[src/rtl/rom_rd_pkg.sv]
package rom_rd_pkg;

  typedef enum logic [2:0] {
    ST_IDLE, ST_SETUP, ST_ACCESS, ST_CAPTURE, ST_RECOVER
  } rd_state_e;

  // ns -> cycles, rounded up, at least one
  function automatic int ns2cyc(int ns, int clk_ns);
    int c;
    c = (ns + clk_ns - 1) / clk_ns;
    return (c < 1) ? 1 : c;
  endfunction

  function automatic int imax(int a, int b);
    return (a > b) ? a : b;
  endfunction

endpackage

[src/rtl/rom_rd_timer.sv]
module rom_rd_timer #(
  parameter int CNT_W = 5
) (
  input  logic             clk_i,
  input  logic             rst_ni,
  input  logic             load_i,
  input  logic [CNT_W-1:0] load_val_i,
  output logic             zero_o
);
  logic [CNT_W-1:0] cnt_q;

  always_ff @(posedge clk_i or negedge rst_ni) begin
    if (!rst_ni)             cnt_q <= '0;
    else if (load_i)         cnt_q <= load_val_i;
    else if (cnt_q != '0)    cnt_q <= cnt_q - 1'b1;
  end

  assign zero_o = (cnt_q == '0);
endmodule

[src/rtl/rom_rd_pin.sv]
module rom_rd_pin #(
  parameter bit ACT_HIGH = 1'b0
) (
  input  logic en_i,
  output logic sel_o
);
  generate
    if (ACT_HIGH) begin : g_high
      assign sel_o = en_i;
    end else begin : g_low
      assign sel_o = ~en_i;
    end
  endgenerate
endmodule

[src/rtl/rom_rd_ctrl.sv]
module rom_rd_ctrl
  import rom_rd_pkg::*;
#(
  parameter int ADDR_W       = 17,
  parameter int DATA_W       = 8,
  parameter int CLK_NS       = 8,
  parameter int T_ADDR_NS    = 150,
  parameter int T_CE_NS      = 150,
  parameter int T_OE_NS      = 70,
  parameter int T_CYCLE_NS   = 150,
  parameter int T_FLOAT_NS   = 70,
  parameter bit SEL_IS_OE    = 1'b0,
  parameter bit SEL_ACT_HIGH = 1'b0
) (
  input  logic              clk_i,
  input  logic              rst_ni,
  input  logic              req_valid_i,
  input  logic [ADDR_W-1:0] req_addr_i,
  output logic              req_ready_o,
  output logic              rsp_valid_o,
  output logic [DATA_W-1:0] rsp_data_o,
  output logic [ADDR_W-1:0] rom_addr_o,
  output logic              rom_sel_o,
  input  logic [DATA_W-1:0] rom_data_i,
  output logic              rom_drive_o
);
  localparam int ADDR_CYC  = ns2cyc(T_ADDR_NS, CLK_NS);
  localparam int EN_CYC    = ns2cyc(SEL_IS_OE ? T_OE_NS : T_CE_NS, CLK_NS);
  localparam int RC_CYC    = ns2cyc(T_CYCLE_NS, CLK_NS);
  localparam int TURN_CYC  = ns2cyc(T_FLOAT_NS, CLK_NS);
  // address stable over SETUP+ACCESS+CAPTURE, pin active over ACCESS+CAPTURE
  localparam int ACC_CYC   = imax(imax(EN_CYC - 1, ADDR_CYC - 2), 1);
  // acceptance spacing = ACC_CYC + RECOVER + 3 (SETUP, CAPTURE, IDLE)
  localparam int REC_CYC   = imax(imax(TURN_CYC, RC_CYC - ACC_CYC - 3), 1);
  localparam int CNT_W     = $clog2(imax(ACC_CYC, REC_CYC) + 1);

  rd_state_e         state_q, state_d;
  logic [ADDR_W-1:0] addr_q;
  logic [DATA_W-1:0] data_q;
  logic              rvalid_q;
  logic              tmr_load, tmr_zero, pin_en;
  logic [CNT_W-1:0]  tmr_val;

  always_comb begin
    state_d = state_q;
    unique case (state_q)
      ST_IDLE:    if (req_valid_i) state_d = ST_SETUP;
      ST_SETUP:   state_d = ST_ACCESS;
      ST_ACCESS:  if (tmr_zero) state_d = ST_CAPTURE;
      ST_CAPTURE: state_d = ST_RECOVER;
      ST_RECOVER: if (tmr_zero) state_d = ST_IDLE;
      default:    state_d = ST_IDLE;
    endcase
  end

  always_comb begin
    tmr_load = (state_q == ST_SETUP) || (state_q == ST_CAPTURE);
    tmr_val  = (state_q == ST_SETUP) ? CNT_W'(ACC_CYC - 1) : CNT_W'(REC_CYC - 1);
  end

  always_ff @(posedge clk_i or negedge rst_ni) begin
    if (!rst_ni) begin
      state_q  <= ST_IDLE;
      addr_q   <= '0;
      data_q   <= '0;
      rvalid_q <= 1'b0;
    end else begin
      state_q  <= state_d;
      rvalid_q <= (state_q == ST_CAPTURE);
      if (state_q == ST_IDLE && req_valid_i) addr_q <= req_addr_i;
      if (state_q == ST_CAPTURE)             data_q <= rom_data_i;
    end
  end

  rom_rd_timer #(.CNT_W(CNT_W)) u_timer (
    .clk_i      (clk_i),
    .rst_ni     (rst_ni),
    .load_i     (tmr_load),
    .load_val_i (tmr_val),
    .zero_o     (tmr_zero)
  );

  assign pin_en = (state_q == ST_ACCESS) || (state_q == ST_CAPTURE);

  rom_rd_pin #(.ACT_HIGH(SEL_ACT_HIGH)) u_pin (
    .en_i  (pin_en),
    .sel_o (rom_sel_o)
  );

  assign req_ready_o = (state_q == ST_IDLE);
  assign rsp_valid_o = rvalid_q;
  assign rsp_data_o  = data_q;
  assign rom_addr_o  = addr_q;
  assign rom_drive_o = pin_en || (state_q == ST_RECOVER);
endmodule

[config.mk]
export PLATFORM = sky130hd
export DESIGN_NAME = rom_rd_ctrl
export DESIGN_NICKNAME = d
export VERILOG_FILES = /design/src/rtl/rom_rd_pkg.sv /design/src/rtl/rom_rd_timer.sv /design/src/rtl/rom_rd_pin.sv /design/src/rtl/rom_rd_ctrl.sv
export SDC_FILE = /design/constraint.sdc
export NUM_CORES = 1
export LEC_CHECK = 0
export BUFFER_PORTS_ARGS = -buffer_cell sky130_fd_sc_hd__clkbuf_2
export CAP_MARGIN = 20
export CORE_MARGIN = 10
export CORE_UTILIZATION = 51
export DETAILED_ROUTE_END_ITERATION = 8
export PLACE_DENSITY = 0.94
export SLEW_MARGIN = 5
export SYNTH_ARGS = -nofsm -noshare
export SYNTH_HDL_FRONTEND = slang
export SYNTH_SLANG_ARGS = --single-unit
[constraint.sdc]
create_clock -name clk_i -period 2.4 [get_ports clk_i]
set_input_delay 0.24 -clock clk_i [delete_from_list [all_inputs] [get_ports clk_i]]
set_output_delay 0.24 -clock clk_i [all_outputs]
set_load 0.01 [all_outputs]
# [Word level (Yosys, flattened, before mapping)]
# Cells that the tools add are included.
[word_totals] regBits=34 input_bits=28 out_inout_bits=29
[classes] addsub=1 n_eq_ne=7 n_mux=7 bitwise_logic=1 reduce_logical=9
[op_table] cell="5-bit two-way mux" count=3
[op_table] cell="3-bit case mux with 5 select lines" count=1
[op_table] cell="3-bit two-way mux" count=3
[op_table] cell="3-bit by 2-bit == test with 1-bit output, second input constant" count=2
[op_table] cell="2-bit inequality test, second input constant" count=3
[op_table] cell="5-bit zero test" count=1
[op_table] cell="5-bit nonzero test" count=1
[op_table] cell="5-bit by 1-bit subtractor with 5-bit output, second input constant" count=1
[op_table] cell="3-bit by 1-bit == test with 1-bit output, second input constant" count=1
[op_table] cell="3-bit == test, second input constant" count=1
[op_table] cell="3-bit zero test" count=1
[op_table] cell="1-bit logical OR" count=3
[op_table] cell="3-bit AND reduction" count=1
[op_table] cell="2-bit nonzero test" count=1
[op_table] cell="1-bit logical AND" count=1
[op_table] cell="1-bit NOT" count=1

# [Logic depth before layout (Yosys ltp)]
[depth] word_depth=3 ltp_mapped=6 depth_no_buf=5

# [Hierarchy]
# From an unflattened synthesis, not the netlist that was laid out.
[hier_totals] hier_cells=104 hier_area_um2=1452.6
[modules_own_cells] module="rom_rd_ctrl" instances=1 cells_each=76 area_each_um2=1169.9 seq_area_each_um2=725.7
[modules_own_cells] module="rom_rd_timer" instances=1 cells_each=27 area_each_um2=279.0 seq_area_each_um2=125.1
[modules_own_cells] module="rom_rd_pin" instances=1 cells_each=1 area_each_um2=3.8 seq_area_each_um2=0.0

# [Worst setup path before layout]
# No wires, ideal clock.
[synth_path] path_type="reg2reg" startpoint="register state_q[1]" endpoint="register addr_q[10] (netlist: rom_addr_o[10])" setup_time_ns=0.125 t_arrival_ns=1.427 t_required_ns=2.275 setup_slack_ns=0.848 stages_incl_launch_ff=7 n_path_buf=3 period_less_slack_ns=1.552 path_cell_list="dfrtp_1 -> buf_6 -> nor3_4 -> and2_4 -> buf_6 -> buf_12 -> mux2_4"
[synth_via] elab_chain_len=2
[synth_lines] item="from (decl)" line="rom_rd_ctrl.sv:37" text="rd_state_e state_q, state_d;"
[synth_lines] item="from (signal assigned)" line="rom_rd_ctrl.sv:68" text="state_q <= state_d;"
[synth_lines] item="3-bit zero test"
[synth_lines] item="via req_ready_o" line="rom_rd_ctrl.sv:19" text="output logic req_ready_o,"
[synth_lines] item="1-bit logical AND" line="rom_rd_ctrl.sv:70" text="if (state_q == ST_IDLE && req_valid_i) addr_q <= req_addr_i;"
[synth_lines] item="to (signal assigned)" line="rom_rd_ctrl.sv:70"
[synth_lines] item="to (decl)" line="rom_rd_ctrl.sv:38" text="logic [ADDR_W-1:0] addr_q;"
# The timed path passes the listed nets, and every way through them passes these cells.
# A chain may end at the register's enable or synchronous reset.

# [Worst setup path after layout]
[layout_path] startpoint="register u_timer.cnt_q[0]" endpoint="register state_q[0]"
[layout_via] elab_chain_len=3 elab_cells_between_ends=4
[layout_lines] item="from (decl)" line="rom_rd_timer.sv:10" text="logic [CNT_W-1:0] cnt_q;"
[layout_lines] item="from (signal assigned)" line="rom_rd_timer.sv:14" text="else if (load_i) cnt_q <= load_val_i;"
[layout_lines] item="from (signal assigned)" line="rom_rd_timer.sv:15" text="else if (cnt_q != '0) cnt_q <= cnt_q - 1'b1;"
[layout_lines] item="5-bit zero test (*)" line="rom_rd_timer.sv:18" text="assign zero_o = (cnt_q == '0);"
[layout_lines] item="2-bit inequality test (no line)"
[layout_lines] item="3-bit AND reduction (no line) (*)"
# Every way passes the cells marked *; elsewhere a longest branch is shown, timed or not.

==> key figures <==
Status
  – Status: complete, but fails checks
  – Failing checks: hold timing

Clock tree
  – Setup Fix Bufs, Post-CTS: 0
  – Clk sink count: 34
  – Worst-Skew Late Latency: 320 ps
  – CTS root buf: clkbuf_4
  – Num CTS Buffers: 5
  – Post-CTS Hold Buffers: 0
  – # resized after CTS: 0
  – CTS tree: done
  – Max clock buf depth: 2
  – H-tree Lvls: 2
  – Worst-path clk slew: 90 ps

STA
  – Finish-stage setup viols: 0
  – Final min period: 1740 ps
  – Worst-Margin Slew: 817 ps
  – Setup TNS: 0 ps
  – Relative slew slack: 45.6%
  – Hold WS: -6.57 ps
  – Final hold vios: 22
  – Period utilisation layout: a little over 70%
  – RSZ-0062 raised after global routing: no
  – Achievable frequency: 574 MHz
  – Pins over their slew limit: 0
  – Final Skew: 9.19 ps

Routing
  – DRT Pass-1 Iters: 3
  – Vias/cell: between 5 and 6
  – DR iter-0 viols: 62
  – Residual DRC: 0
  – Total Wirelength: 3.21 mm
  – Routed vias: approximately 1000
  – Average wire per standard cell: 17.1 um
  – Antenna Violating Nets Remaining: 0

Yosys
  – Synthesized cell area: 1480 um2
  – Flops & latches, synth: 34
  – Syn_area_per_cell: around 15 um2
  – Synth async-reset ratio: 100%
  – Yosys Warn Count: 0
  – Post-Syn Nets: 126
  – Number of flops mapped to enable cells by yosys: 0
  – Sequential fraction of the synthesis area: 57.6%
  – Ys flop type: dfrtp_1
  – Synth unique cells: 28
  – Mapped Cells: 97

Power and ir drop
  – Switching pwr: 0.937 mW
  – Net Sw Frac: roughly 36%
  – Max VDD drop: 1.11 mV
  – Int Pwr: ~1.7 mW
  – Clock Power Share: about an eighth
  – Leak: about 0.94 nW
  – Logic pwr share: 46.1%
  – Share of power burned in registers: 41.7%
  – Power per cell area: 1450 nW/um2

Critical path
  – Crit path DAT: 1980 ps
  – Reg2reg setup slack: 660 ps
  – Crit path kind: reg -> reg
  – Worst setup EP type: flip-flop
  – Worst Reg2Reg Path Length in Cells: 5
  – Crit path capture: state_q[0]
  – Critical Path Fanout Max: 5
  – RR Startpoint: u_timer.cnt_q[0]
  – Critical path origin: u_timer.cnt_q[0]
  – Crit Reg-Reg Endpoint: state_q[0]
  – Crit path required time: 2640 ps
  – Crit path launch type: flip-flop

Die
  – Num rows: 19
  – # IOs: 57
  – Total core area: 2760 um2
  – Die height: 73.8 um
  – Initial core utilization: between 50% and 60%
  – Die span in x: 73.8 um
  – Die area: 5450 um2

Final layout
  – Layout Cells excl Fill: 188
  – Final Core Density: 65.3%
  – Ant. Diodes: 0
  – Synthesis-to-layout area growth: 22.0%
  – Final #Nets: 185
  – Fraction of layout cells with a size suffix above 1: 58.6%

Place
  – Number of placed instances, taps included: 180
  – Detailed Place HPWL: between 2 and 3 mm
  – Gpl congestion: 0.777
  – Port Buffers: 56

Hold path
  – Worst Hold Class: in -> async

Global routing
  – First-pass GRT wire length: 5.26 mm
  – Largest net degree at the start of global routing: 35
  – Number of global-route vias before repair: ~1000
  – Initial antenna violation count: 0
  – GR Overflow Total: 0
  – GRT Overall Usage: 12.4%

Job
  – Max cap viols: 0
-- critical path, stage by stage, from the launching register on --
cell and delay (ps):
dfrtp_1 410, inv_1 80, ha_1 220, nor4b_1 630, mux2i_1 160, nor3_1 170
-- synthesized netlist by cell type (2+ instances only) --
cell       n  area share, %
buf_6      3            2.3
dfrtp_1   34             58
inv_1      4            1.0
mux2_2     8            6.1
mux2_4    17             17
nand2_1    2           0.51
nand2b_1   2           0.85
nand3_1    2           0.68
nor2_1     3           0.76
nor3_1     2           0.68
o21ai_0    2           0.68
xnor2_1    2            1.2
-- power by group through the flow --
stage	Combinational [mW]	Sequential (mW)	Clock, mW
finish	1.20	1.09	0.318
global route	1.31	1.13	0.361
CTS	1.23	1.09	0.328
detailed placement	1.22	1.09	0
global placement	1.17	1.06	0
floorplan	0.784	1.15	0
-- worst min-delay path by stage --
stage,from,depth (start not counted),endpoint,slack (ps)
6_report,rst_ni,1,rom_addr_o[12],-7
5_1_grt,rst_ni,1,rom_addr_o[10],20
2_1_floorplan,rst_ni,0,rom_addr_o[0],-60
4_1_cts,rst_ni,1,rom_addr_o[8],9
3_3_place_gp,rst_ni,1,rom_addr_o[15],340
3_5_place_dp,rst_ni,1,rom_addr_o[10],370
-- logic make-up after synthesis --
kind of cell / count (synthesis) / synth area share [%]
fa+ha+maj: 1 / 0.847
simple gates: 19 / 8.48
flops: 34 / 57.6
xor+xnor: 2 / 1.19
mux: 26 / 24.1
buf+inv: 8 / 4.66
compound gates: 7 / 3.14
-- state kept, by name, indices dropped and copies added, names as in the netlist --
name / flops
rom_addr_o: 17
u_timer.cnt_q: 5
state_q: 3
rsp_data_o: 8
rsp_valid_o: 1
-- layer usage --
layer | vias up | GRT usage [%] | wire length [um]
met2 | 40 | 19.7 | 1550
li1 | 455 | - | -
met3 | 5 | 5.79 | 297
met5 | - | 0 | 0
met1 | 499 | 14.6 | 1330
met4 | 0 | 3.11 | 32
-- layout by cell type (no fill, tap or decap), drive strengths merged, types with 2 or more instances in the layout --
cell / instances
clkbuf: 63
dfrtp: 34
inv: 4
mux2: 25
nand2: 3
nand2b: 2
nand3: 2
nor2: 3
nor3: 3
o21ai: 2
xnor2: 2
-- final cells by class --
cell class | instances | area, um2
inverters | 4 | 15.0
clock inverters | 1 | 5.00
clock buffers | 7 | 55.1
well taps | 31 | 38.8
fillers | 204 | 956
flip-flops and latches | 34 | 851
repair buffers | 56 | 280
multi-input cells | 55 | 557
-- through the flow --
step	cell area (um2)	setup WS, ps	power, mW
after global routing	1800	414	2.80
after CTS	1800	665	2.64
after detailed placement	1740	680	2.31
after global placement	1740	875	2.23
final	1800	659	2.60
after floorplan	1480	848	1.93
Power figures use the tool's default switching activity.
